`src/rtl/sar_pkg.sv`:
```
package sar_pkg;
   typedef enum logic [1:0] {
      ST_IDLE = 2'd0,
      ST_ACQ  = 2'd1,
      ST_TEST = 2'd2,
      ST_FIN  = 2'd3
   } sar_state_e;
endpackage

```
`src/rtl/sar_pace.sv`:
```
// Step timer: raises tick on the last clock of a window of lim clocks.
module sar_pace #(
   parameter int CW = 4
) (
   input  logic          clk,
   input  logic          rst_n,
   input  logic          clr,
   input  logic          en,
   input  logic [CW-1:0] lim,
   output logic          tick
);
   logic [CW-1:0] cnt_q;

   assign tick = en && (cnt_q == lim - CW'(1));

   always_ff @(posedge clk or negedge rst_n) begin
      if (!rst_n)       cnt_q <= '0;
      else if (clr)     cnt_q <= '0;
      else if (en) begin
         if (tick)      cnt_q <= '0;
         else           cnt_q <= cnt_q + CW'(1);
      end
   end

   a_r2_count_in_window: assert property (@(posedge clk) disable iff (!rst_n)
      en |-> (cnt_q < lim));
endmodule

```
`src/rtl/sar_reg.sv`:
```
// Working code and one-hot bit pointer of the approximation.
module sar_reg #(
   parameter int RES_BITS = 12,
   parameter int STOP_IDX = 4
) (
   input  logic                clk,
   input  logic                rst_n,
   input  logic                load,
   input  logic                step,
   input  logic                keep,
   input  logic                short_len,
   output logic [RES_BITS-1:0] code,
   output logic [RES_BITS-1:0] trial,
   output logic                last_bit
);
   logic [RES_BITS-1:0] mask_q;

   always_ff @(posedge clk or negedge rst_n) begin
      if (!rst_n) begin
         code   <= '0;
         mask_q <= '0;
      end else if (load) begin
         code   <= '0;
         mask_q <= {1'b1, {(RES_BITS-1){1'b0}}};
      end else if (step) begin
         if (keep) code <= code | mask_q;
         mask_q <= mask_q >> 1;
      end
   end

   for (genvar i = 0; i < RES_BITS; i++) begin : g_trial
      assign trial[i] = code[i] | mask_q[i];
   end

   assign last_bit = short_len ? mask_q[STOP_IDX] : mask_q[0];

   a_r2_pointer_onehot: assert property (@(posedge clk) disable iff (!rst_n)
      $onehot0(mask_q));
   a_r2_no_bit_below_pointer: assert property (@(posedge clk) disable iff (!rst_n)
      ((code & mask_q) == '0));
endmodule

```
`src/rtl/sar_sequencer.sv`:
```
module sar_sequencer
   import sar_pkg::*;
#(
   parameter int RES_BITS     = 12,
   parameter int SHORT_BITS   = 8,
   parameter int CLKS_PER_BIT = 53,
   parameter int ACQ_CLKS     = 140
) (
   input  logic                clk,
   input  logic                rst_n,
   input  logic                start_i,
   input  logic                short_i,
   input  logic                emul_i,
   input  logic                cmp_i,
   output logic                busy_o,
   output logic                sample_o,
   output logic                done_o,
   output logic [RES_BITS-1:0] trial_o,
   output logic [RES_BITS-1:0] result_o
);
   localparam int MAXC     = (CLKS_PER_BIT > ACQ_CLKS) ? CLKS_PER_BIT : ACQ_CLKS;
   localparam int CW       = $clog2(MAXC + 1);
   localparam int STOP_IDX = RES_BITS - SHORT_BITS;
   localparam logic [CW-1:0] BIT_LIM = CW'(CLKS_PER_BIT);
   localparam logic [CW-1:0] ACQ_LIM = CW'(ACQ_CLKS);

   if (SHORT_BITS < 1 || SHORT_BITS >= RES_BITS) begin : g_bad_short
      $error("SHORT_BITS must lie between 1 and RES_BITS-1");
   end
   if (CLKS_PER_BIT < 1) begin : g_bad_cpb
      $error("CLKS_PER_BIT must be at least 1");
   end
   if (ACQ_CLKS < 0) begin : g_bad_acq
      $error("ACQ_CLKS must not be negative");
   end

   sar_state_e          state_q;
   logic                short_q;
   logic                acq_sel;
   logic                tick;
   logic                last_bit;
   logic [RES_BITS-1:0] code;
   logic [RES_BITS-1:0] trial;

   // With no acquisition window the emulation mode collapses onto immediate hold.
   if (ACQ_CLKS > 0) begin : g_acq
      assign acq_sel = emul_i;
   end else begin : g_no_acq
      assign acq_sel = 1'b0;
   end

   sar_pace #(.CW(CW)) u_pace (
      .clk   (clk),
      .rst_n (rst_n),
      .clr   (state_q == ST_IDLE),
      .en    ((state_q == ST_ACQ) || (state_q == ST_TEST)),
      .lim   ((state_q == ST_ACQ) ? ACQ_LIM : BIT_LIM),
      .tick  (tick)
   );

   sar_reg #(.RES_BITS(RES_BITS), .STOP_IDX(STOP_IDX)) u_reg (
      .clk       (clk),
      .rst_n     (rst_n),
      .load      ((state_q == ST_IDLE) && start_i),
      .step      ((state_q == ST_TEST) && tick),
      .keep      (cmp_i),
      .short_len (short_q),
      .code      (code),
      .trial     (trial),
      .last_bit  (last_bit)
   );

   always_ff @(posedge clk or negedge rst_n) begin
      if (!rst_n) begin
         state_q  <= ST_IDLE;
         short_q  <= 1'b0;
         result_o <= '0;
         done_o   <= 1'b0;
      end else begin
         done_o <= 1'b0;
         unique case (state_q)
            ST_IDLE: if (start_i) begin
               short_q <= short_i;
               state_q <= acq_sel ? ST_ACQ : ST_TEST;
            end
            ST_ACQ:  if (tick) state_q <= ST_TEST;
            ST_TEST: if (tick && last_bit) state_q <= ST_FIN;
            ST_FIN: begin
               result_o <= code;
               done_o   <= 1'b1;
               state_q  <= ST_IDLE;
            end
            default: state_q <= ST_IDLE;
         endcase
      end
   end

   assign busy_o   = (state_q != ST_IDLE);
   assign sample_o = (state_q != ST_TEST);
   assign trial_o  = (state_q == ST_TEST) ? trial : '0;

   a_r9_start_while_busy: assert property (@(posedge clk) disable iff (!rst_n)
      (busy_o && start_i) |=> $stable(short_q));
   a_r7_done_single: assert property (@(posedge clk) disable iff (!rst_n)
      done_o |=> !done_o);
   a_r7_fall_with_done: assert property (@(posedge clk) disable iff (!rst_n)
      $fell(busy_o) |-> done_o);
   a_r8_result_held: assert property (@(posedge clk) disable iff (!rst_n)
      !done_o |-> $stable(result_o));
   a_r6_track_before_fall: assert property (@(posedge clk) disable iff (!rst_n)
      $fell(busy_o) |-> $past(sample_o));
   a_r3_short_low_zero: assert property (@(posedge clk) disable iff (!rst_n)
      (done_o && short_q) |-> (result_o[STOP_IDX-1:0] == '0));
   a_r10_idle_trial_zero: assert property (@(posedge clk) disable iff (!rst_n)
      !busy_o |-> (trial_o == '0));
endmodule

```
`config.mk`:
```
export PLATFORM = sky130hd
export DESIGN_NAME = sar_sequencer
export DESIGN_NICKNAME = d
export VERILOG_FILES = /design/src/rtl/sar_pkg.sv /design/src/rtl/sar_pace.sv /design/src/rtl/sar_reg.sv /design/src/rtl/sar_sequencer.sv
export SDC_FILE = /design/constraint.sdc
export NUM_CORES = 1
export LEC_CHECK = 0
export BUFFER_PORTS_ARGS = -buffer_cell sky130_fd_sc_hd__buf_2
export CAP_MARGIN = 20
export CELL_PAD_IN_SITES_DETAIL_PLACEMENT = 1
export CELL_PAD_IN_SITES_GLOBAL_PLACEMENT = 1
export CORE_MARGIN = 8
export CORE_UTILIZATION = 49
export DETAILED_ROUTE_END_ITERATION = 8
export HOLD_SLACK_MARGIN = 0.03
export PLACE_DENSITY = 0.94
export SYNTH_ARGS = -nofsm -noshare
export SYNTH_HDL_FRONTEND = slang
export SYNTH_HIERARCHICAL = 1
export SYNTH_SLANG_ARGS = --single-unit
```
`constraint.sdc`:
```
create_clock -name clk -period 6.49 [get_ports clk]
set_input_delay 0.9735 -clock clk [delete_from_list [all_inputs] [get_ports clk]]
set_output_delay 0.9735 -clock clk [all_outputs]
set_load 0.1 [all_outputs]
```
==> flow_metrics.py, run 1 <==
metrics = {
    "outcome": {
        "outcome": "complete, no violations",
    },
    "worst_setup_path": {
        "crit_required_ns": 6.63,
        "setup.worst_path.start": "state_q[1]",
        "cp_slowest_cell": "a211oi_4",
        "arrival_ns": 3.98,
        "path_cells": "inv_1 > ha_1 > inv_1 > inv_1 > ha_1 > xnor2_1 > a221oi_1 > a41oi_1 > a211oi_4 > and2_1 > buf_8 > mux2i_1 > nor2_1",
        "critPathKind": "reg2reg",
        "r2r_start": "state_q[1]",
        "start_kind": "flip-flop",
        "cpPeakStageDelay_ns": 0.56,
        "cp_max_fo": 16,
        "critPathCaptureType": "flip-flop",
        "crit_top_cell": "inv_1",
    },
    "clocking": {
        "cts.sinks": 48,
        "cts_buffers": 5,
        "worst_skew_pair.late_latency_ns": 0.30,
        "cts_resized": 0,
        "postCtsSetupBuffers": 0,
        "path_clk_slew_ns": 0.09,
        "cts_tree": "done",
        "clockRootBuffer": "clkbuf_8",
        "cts_hold_buf": 0,
        "cts_buffer_depth": 2,
        "htree_num_levels": 2,
    },
    "cells_and_area": {
        "fillerInstances": 585,
        "diodes": 0,
        "syn2layout_area_growth_pct": 14.4,
        "layout.nets": 291,
        "finalNonFillerCells": 348,
        "drive_gt1_share_pct": 29.5,
    },
    "timing": {
        "min_period_over_period_pct": 59.2,
        "rsz0062_at_grt": "false",
        "relSlewSlack_pct": 42.5,
        "fmax_mhz": 260,
        "hold_viol_final": 0,
        "fin_crit_ns": 3.84,
        "fin_tns_setup_ns": 0,
        "finalClockSkew_ns": 0.0112,
        "setup_viol": 0,
        "tightest_slew_ns": 0.862,
        "drv_slew": 0,
    },
    "placement": {
        "port-buffer-count": 32,
        "post-dp-hpwl_um": 4410,
        "gp_congestion": 0.788,
        "dp.cells": 339,
    },
    "min_path": {
        "min-delay-start": "result_o[3]",
        "hold_path_class": "reg2reg",
    },
    "global_route": {
        "grt_max_degree": 49,
        "grt_pass1_wl_um": 10700,
        "track_usage_pct": 17.6,
        "grt_pass1_vias": 2096,
        "antenna_found_initial": 0,
        "grt_overflow_total": 0,
    },
    "yosys": {
        "ys_ff_latch": 48,
        "avgSynthCellArea_um2": 10.7,
        "synth_commonest_cells": "dfrtp_1, nor2_1, mux2i_1",
        "yosys.area.top_type": "dfrtp_1",
        "yosysSeqAreaShare_pct": 46.8,
        "ys_warn_count": 6,
        "synth_edf_count": 0,
        "netlist_area_um2": 2560,
        "synth_top_area_share_pct": 46.8,
        "syn-instance-count": 240,
        "async_reset_ff_share_pct": 100,
        "yosys.cell_count.top_type": "dfrtp_1",
        "netlist_top_cells_area": "dfrtp_1, mux2i_1, mux2_2, nor2_1, and2_1",
        "synth_cell_types": 46,
        "synthFlopType": "dfrtp_1",
    },
    "power_and_ir_drop": {
        "switching_power_uw": 428,
        "p_seq_share_pct": 32.9,
        "clkPwrFrac_pct": 24.2,
        "switching_share_pct": 41.6,
        "p_leak_nw": 1.50,
        "combPwrFrac_pct": 42.9,
        "p_int_uw": 602,
        "power_density_nw_per_um2": 351,
        "ir_worst_vdd_mv": 0.232,
    },
    "floorplanning": {
        "initial_core_util_pct": 50.5,
        "die_area_um2": 7810,
        "rows": 26,
        "fp.dieW_um": 88.4,
        "die_h_um": 88.4,
        "ios": 33,
        "core_um2": 5070,
    },
    "drt": {
        "dr.pass1.iters": 4,
        "vias_per_cell": 5.53,
        "drc": 0,
        "ant_nets": 0,
        "wl_per_cell_um": 18.8,
        "via_count": 1923,
        "drt_iter0_markers": 75,
        "routed_wl_um": 6530,
    },
    "run": {
        "cap_violations": 0,
    },
}
-- stage by stage --
stage / cell area, um2 / utilization, % / total power [mW] / setup WS, ns / hold WS, ns
4_1_cts: 2890 / 57.0 / 1.03 / 2.38 / 0.518
2_1_floorplan: 2600 / - / 0.691 / 3.47 / 0.471
6_report: 2940 / 57.8 / 1.03 / 2.65 / 0.516
3_3_place_gp: 2760 / 54.5 / 0.758 / 2.68 / 0.484
5_1_grt: 2940 / 57.8 / 1.08 / 2.35 / 0.534
3_5_place_dp: 2760 / 54.5 / 0.779 / 2.46 / 0.496
-- area by class of cell --
class	instances	area (um2)	share of cell area [%]
Clock buffer	5	68.8	2.34
Clock inverter	2	60.1	2.05
Inverter	9	33.8	1.15
Multi-Input combinational cell	180	1280	43.6
Sequential cell	48	1200	40.9
Tap cell	70	87.6	2.98
Timing Repair Buffer	34	203	6.91
-- cell usage in the layout, fill, tap and decap left out, types with 6 or more instances in the layout --
master    n
mux2_2   14
and3_1    6
dfrtp_1  48
conb_1   11
ha_1      7
buf_2    32
or2_2    12
nand3_1   7
inv_1     8
and2_1   14
nor2_1   32
a31oi_1  13
mux2i_1  16
-- per-layer routing --
metal  wire length [um]  global-route usage (%)  up-vias
li1                   -                       -      890
met1               2800                    21.2      989
met2               3430                    30.8       38
met3                244                    3.81        6
met4                 51                    4.92        0
met5                  0                       0        -
-- worst max-delay path, delay by kind of cell, from the launching register on --
kind                     cells  cell delay (ns)
AO/OA/AOI/OAI                3             0.93
XOR/XNOR                     1             0.15
adder cells (fa/ha/maj)      2             0.57
buffers and inverters        4             0.78
flip-flops                   1             0.42
multiplexers                 1             0.23
AND/OR/NAND/NOR              2             0.57
-- registers in the layout, indices dropped and copies added, names as in the netlist --
register      cells
done_o            1
state_q           2
result_o         12
short_q           1
u_reg/mask_q     12
u_pace/cnt_q      8
u_reg/code       12
-- final timing paths --
check | to | slack [ns] | cells after the start
max | u_reg/mask_q[9] | 2.65 | 13
min | result_o[3] | 0.52 | 1
min in group asynchronous | result_o[10] | 0.67 | 1
min reg2reg | result_o[3] | 0.52 | 1
max reg2reg | u_reg/mask_q[9] | 2.65 | 13
max in group asynchronous | u_reg/mask_q[4] | 5.30 | 2
-- power by group through the flow --
stage               registers [mW]  clock network (mW)  logic [mW]
floorplan                    0.353                   0       0.339
global placement             0.341                   0       0.417
detailed placement           0.343                   0       0.435
CTS                          0.338               0.255       0.441
global route                 0.341               0.264       0.476
finish                       0.338               0.250       0.442
-- cell families after synthesis --
group,synth area share [%]
AND/OR/NAND/NOR,19.7
flip-flops,46.8
AO/OA/AOI/OAI,10.1
multiplexers,12.4
buffers and inverters,4.54
XOR/XNOR,2.73
adder cells (fa/ha/maj),3.41
other,0.293
(Power assumes the default switching activity.)
==> run 2, diff against run 1 <==
- ABC_AREA: unset -> 1
- CORE_UTILIZATION: 49 -> 43
- PLACE_DENSITY: 0.94 -> 0.89
- clock period: 6.49 -> 3.85 ns (I/O delays scaled with it)
==> run 2 against run 1 <==
Compared with the run above:
- maximum frequency up 12%
- largest cell class unchanged
- die area up 16%
- synthesized cell count up 44%
- combinational power up 48%
- clock-buffer cell count up 1
- non-clock buffer count down 1
- global-route usage down 2.0 points
==> flow_metrics.py, run 2 <==
metrics = {
    "power_and_ir_drop": {
        "switching_share_pct": 45.4,
        "p_seq_share_pct": 36.9,
        "power_density_nw_per_um2": 508,
        "ir_worst_vdd_mv": 0.293,
        "power_mw": 1.53,
        "combPwrFrac_pct": 42.6,
        "p_leak_nw": 1.77,
        "p_int_uw": 837,
        "clkPwrFrac_pct": 20.5,
        "switching_power_uw": 697,
    },
    "cells_and_area": {
        "finalNonFillerCells": 460,
        "layout.nets": 396,
        "final_cell_mix": "nand2_1, dfrtp_1, inv_1, buf_2, nand3_1",
        "utilization_pct": 48.7,
        "diodes": 0,
        "final_common_cell": "nand2_1",
        "reg_top3": "result_o (12), u_reg/code (12), u_reg/mask_q (12)",
        "fillerInstances": 792,
        "drive_gt1_share_pct": 19.8,
        "syn2layout_area_growth_pct": 12.2,
    },
    "yosys": {
        "synthAdderAreaFrac_pct": 3.25,
        "synth_cell_types": 26,
        "synth-simple-area-share_pct": 32.0,
        "ys_warn_count": 6,
        "netlist_top_cells_area": "dfrtp_1, nand2_1, inv_1, mux2_4, nand3_1",
        "syn-instance-count": 345,
        "synthFlopType": "dfrtp_1",
        "synth_top_area_share_pct": 44.6,
        "yosys.cell_count.top_type": "nand2_1",
        "async_reset_ff_share_pct": 100,
        "netlist_area_um2": 2690,
        "yosys.area.top_type": "dfrtp_1",
        "synth_edf_count": 0,
        "synth_commonest_cells": "nand2_1, dfrtp_1, inv_1",
        "synth_compound_area_share_pct": 3.62,
        "synth_top_family_by_area": "simple AND/OR/NAND/NOR gates",
        "yosysSeqAreaShare_pct": 44.6,
        "synthMuxAreaShare_pct": 6.41,
        "avgSynthCellArea_um2": 7.80,
        "ys_ff_latch": 48,
        "synth_xor_area_share_pct": 1.30,
    },
    "worst_setup_path": {
        "start_kind": "flip-flop",
        "critPathKind": "reg2reg",
        "r2r_cells": 19,
        "r2r_start": "state_q[1]",
        "arrival_ns": 3.65,
        "crit_required_ns": 4.06,
        "cp_max_fo": 13,
        "r2r-end": "u_reg/mask_q[0]",
        "critPathCaptureType": "flip-flop",
        "r2r_slack_ns": 0.41,
        "setup.worst_path.start": "state_q[1]",
    },
    "floorplanning": {
        "rows": 29,
        "die_area_um2": 9050,
        "fp.dieW_um": 95.1,
        "ios": 33,
        "core_um2": 6200,
        "die_h_um": 95.1,
        "initial_core_util_pct": 43.4,
    },
    "outcome": {
        "outcome": "complete, no violations",
    },
    "placement": {
        "gp_congestion": 0.849,
        "port-buffer-count": 32,
        "dp.cells": 452,
        "post-dp-hpwl_um": 4880,
    },
    "clocking": {
        "htree_num_levels": 2,
        "clockRootBuffer": "clkbuf_8",
        "cts_buffer_depth": 2,
        "cts_hold_buf": 0,
        "cts_buffers": 5,
        "worst_skew_pair.late_latency_ns": 0.30,
        "cts_resized": 0,
        "path_clk_slew_ns": 0.09,
        "cts.sinks": 48,
        "cts_tree": "done",
        "postCtsSetupBuffers": 0,
    },
    "global_route": {
        "antenna_found_initial": 0,
        "grt_pass1_vias": 2339,
        "grt_max_degree": 49,
        "grt_overflow_total": 0,
        "grt_pass1_wl_um": 11200,
        "track_usage_pct": 15.6,
    },
    "drt": {
        "met2WireLength_um": 3270,
        "vias_per_cell": 4.92,
        "top_layer": "met4",
        "dr.pass1.iters": 4,
        "routed_wl_um": 6570,
        "drc": 0,
        "via_count": 2262,
        "ant_nets": 0,
        "wl_per_cell_um": 14.3,
        "met1_length_um": 3010,
        "drt_iter0_markers": 73,
        "dr_wl_met3_um": 228,
    },
    "timing": {
        "tightest_slew_ns": 0.871,
        "rsz0062_at_grt": "false",
        "fmax_mhz": 291,
        "finalClockSkew_ns": 0.0101,
        "relSlewSlack_pct": 41.9,
        "fin_crit_ns": 3.44,
        "fin_tns_setup_ns": 0,
        "setup_viol": 0,
        "min_period_over_period_pct": 89.3,
        "hold_viol_final": 0,
        "drv_slew": 0,
    },
    "run": {
        "cap_violations": 0,
    },
    "min_path": {
        "hold_path_class": "in2async",
    },
}
[run 2: cell types whose count changed after synthesis, moves of 12 or more]
cell / change
a31oi_1: -13
and2_1: -14
inv_1: +35
mux2_2: -12
mux2i_1: -16
nand2_1: +126
nand3_1: +19
nor2_1: -16
[run 2: area by class of cell]
type / instances / area, um2 / share of cell area (%)
tap: 77 / 96.3 / 3.19
timing repair buffer: 33 / 180 / 5.96
sequential: 48 / 1200 / 39.8
clock buffer: 6 / 82.6 / 2.73
clock inverter: 1 / 8.76 / 0.290
multi-input combinational: 251 / 1290 / 42.6
inverter: 44 / 165 / 5.47
[run 2: logic make-up after synthesis]
logic type | Yosys count
buffers and inverters | 53
other | 2
DFF | 48
xor gates and xnor gates | 4
and+or+nand+nor | 200
AOI/OAI and AO/OA | 19
muxes | 12
adders and majority gates | 7
[run 2: metrics by stage]
step	area (um2)	hold slack (ns)	setup WS (ns)
2_1_floorplan	2720	0.282	1.29
3_3_place_gp	2910	0.476	0.677
3_5_place_dp	2910	0.491	0.452
4_1_cts	3000	0.464	0.392
5_1_grt	3020	0.118	0.0261
6_report	3020	0.117	0.412
[run 2: power by group through the flow]
stage | logic (mW) | clock network (mW) | registers (mW)
2_1_floorplan | 0.519 | 0 | 0.588
3_3_place_gp | 0.633 | 0 | 0.572
3_5_place_dp | 0.652 | 0 | 0.575
4_1_cts | 0.657 | 0.322 | 0.566
5_1_grt | 0.724 | 0.339 | 0.573
6_report | 0.654 | 0.314 | 0.566
[run 2: worst max-delay path by stage]
| stage | to | slack [ns] | cells after the start |
|---|---|---|---|
| 6_report | u_reg/mask_q[0] | 0.41 | 19 |
| 5_1_grt | u_reg/code[11] | 0.03 | 18 |
| 4_1_cts | u_reg/code[11] | 0.39 | 18 |
| 3_3_place_gp | u_reg/code[11] | 0.68 | 18 |
| 2_1_floorplan | u_reg/mask_q[2] | 1.29 | 20 |
| 3_5_place_dp | u_reg/code[3] | 0.45 | 18 |
[run 2: critical path: stages, from the launching register on]
cell     delay [ns]
dfrtp_1        0.43
inv_1          0.10
ha_1           0.34
inv_1          0.23
inv_1          0.19
ha_1           0.24
inv_1          0.05
nand2_1        0.07
nand3_1        0.08
nand2_1        0.07
nor2_1         0.04
nand3_1        0.08
nor2_2         0.04
nand2_2        0.15
inv_1          0.10
nand2_1        0.07
inv_1          0.19
nor2_1         0.62
nand2_1        0.13
o21ai_0        0.12
[run 2: routing by layer]
layer	up-vias	GRT usage (%)
met5	-	0
met4	0	3.77
met3	5	3.39
met2	26	27.8
met1	1106	18.7
li1	1125	-
==> run 3, diff against run 2 <==
--- a/config.mk
+++ b/config.mk
@@ -17,2 +17,3 @@
 export PLACE_DENSITY = 0.89
+export RECOVER_POWER = 25
 export SYNTH_ARGS = -nofsm -noshare
==> constraint.sdc (replaced) <==
create_clock -name clk -period 3.85 [get_ports clk]
set_input_delay 0.1925 -clock clk [delete_from_list [all_inputs] [get_ports clk]]
set_output_delay 0.1925 -clock clk [all_outputs]
set_load 0.1 [all_outputs]
==> run 3 against run 2 <==
Compared with the run above:
- the flow now finishes with violations (max-capacitance violations, max-slew violations)
- utilization decreased by 0.12 points
- first-iteration DRC count grew 12%
- cell area shrank 0.25%
- wire length rose by 0.23%
- sequential cell count did not move
- critical path depth did not move
- maximum frequency decreased by 0.13%
- register-to-register slack hardly changed
==> flow_metrics.py, run 3 (synthesis gave the netlist of run 2 again) <==
metrics = {
    "floorplanning": {
        "die_area_um2": 9050,
        "die_h_um": 95.1,
        "ios": 33,
        "core_um2": 6200,
        "rows": 29,
        "fp.dieW_um": 95.1,
        "initial_core_util_pct": 43.4,
    },
    "global_route": {
        "antenna_found_initial": 0,
        "grt_overflow_total": 0,
        "grt_max_degree": 49,
        "track_usage_pct": 15.6,
        "grt_pass1_vias": 2339,
        "grt_pass1_wl_um": 11200,
    },
    "power_and_ir_drop": {
        "power_mw": 1.54,
        "p_leak_nw": 1.76,
        "ir_worst_vdd_mv": 0.293,
        "power_density_nw_per_um2": 509,
    },
    "placement": {
        "port-buffer-count": 32,
        "gp_congestion": 0.849,
        "post-dp-hpwl_um": 4880,
        "placedInstanceArea_um2": 2910,
    },
    "drt": {
        "routed_wl_um": 6590,
        "wl_per_cell_um": 14.3,
        "drt_iter0_markers": 82,
        "ant_nets": 0,
        "vias_per_cell": 4.91,
        "dr.pass1.iters": 4,
        "via_count": 2263,
        "drc": 0,
    },
    "outcome": {
        "outcome": "finished, violations left",
        "violations": "max-capacitance violations, max-slew violations",
    },
    "timing": {
        "whs_ns": 0.0937,
        "fmax_mhz": 290,
        "finalClockSkew_ns": 0.00838,
        "min_period_over_period_pct": 89.4,
        "setup_viol": 0,
        "fin_tns_setup_ns": 0,
        "hold_viol_final": 0,
        "relSlewSlack_pct": -40.1,
        "tightest_slew_ns": 2.10,
        "rsz0062_at_grt": "false",
        "fin_crit_ns": 3.44,
        "drv_slew": 41,
    },
    "clocking": {
        "cts_buffer_depth": 2,
        "worst_skew_pair.late_latency_ns": 0.30,
        "htree_num_levels": 2,
        "path_clk_slew_ns": 0.09,
        "cts_buffers": 5,
        "cts.sinks": 48,
        "postCtsSetupBuffers": 0,
        "cts_tree": "done",
        "clockRootBuffer": "clkbuf_8",
    },
    "worst_setup_path": {
        "r2r_cells": 19,
        "critPathCaptureType": "flip-flop",
        "setup.worst_path.start": "state_q[1]",
        "crit_required_ns": 4.06,
        "cp_max_fo": 13,
        "arrival_ns": 3.66,
        "r2r_start": "state_q[1]",
        "start_kind": "flip-flop",
        "critPathKind": "reg2reg",
    },
    "cells_and_area": {
        "drive_gt1_share_pct": 19.3,
        "diodes": 0,
        "layout.nets": 397,
        "final_cell_mix": "nand2_1, dfrtp_1, inv_1, buf_2, nand3_1",
        "final_area_um2": 3010,
        "reg_top3": "result_o (12), u_reg/code (12), u_reg/mask_q (12)",
        "syn2layout_area_growth_pct": 11.9,
        "final_common_cell": "nand2_1",
    },
    "min_path": {
        "hold_depth": 3,
        "hold_path_class": "in2reg",
        "min-delay-start": "short_i",
    },
    "run": {
        "cap_violations": 1,
    },
}
-- run 3: what timing repair did --
action / CTS / global route
gates resized for setup: 0 / 0
endpoints found under the hold margin: 0 / 8
hold buffers: 0 / 1
-- run 3: area by class of cell --
cell class | count | area [um2]
flip-flops and latches | 48 | 1200
clock inverters | 1 | 8.76
repair buffers | 34 | 173
inverters | 44 | 165
clock buffers | 6 | 82.6
well taps | 77 | 96.3
multi-input cells | 251 | 1290
fillers | 797 | 3190
-- run 3: path summary, 6_finish.rpt --
kind | endpoint | slack, ns
max in group asynchronous | u_pace/cnt_q[7] | 1.16
setup / recovery | u_reg/mask_q[0] | 0.41
min in group asynchronous | u_reg/code[8] | 0.36
setup reg to reg | u_reg/mask_q[0] | 0.41
hold / removal | short_q | 0.09
hold reg to reg | result_o[4] | 0.51
-- run 3: metal layers --
layer | wire length (um) | GRT usage [%] | vias up
li1 | - | - | 1126
met3 | 243 | 3.39 | 5
met5 | 0 | 0 | -
met1 | 3000 | 18.7 | 1104
met4 | 59 | 3.77 | 0
met2 | 3290 | 27.8 | 28
-- run 3: critical path: stages (launching register included) --
cell and delay (ns):
dfrtp_1 0.43, inv_1 0.10, ha_1 0.34, inv_1 0.23
inv_1 0.19, ha_1 0.24, inv_1 0.05, nand2_1 0.07
nand3_1 0.08, nand2_1 0.07, nor2_1 0.04, nand3_1 0.08
nor2_2 0.04, nand2_2 0.15, inv_1 0.10, nand2_1 0.07
inv_1 0.18, nor2_1 0.62, nand2_1 0.13, o21ai_0 0.12
-- run 3: metrics by stage --
step,util (%),instances,worst slack [ns]
floorplan,-,352,1.29
global route,48.6,461,0.0261
finish,48.6,461,0.407
CTS,48.4,459,0.392
global placement,46.9,452,0.677
detailed placement,46.9,452,0.452
-- run 3: power by group --
group,total (mW),switching [mW],internal (mW)
Sequential,0.566,0.0330,0.533
Clock,0.316,0.172,0.144
Combinational,0.653,0.494,0.159
Total,1.54,0.699,0.836
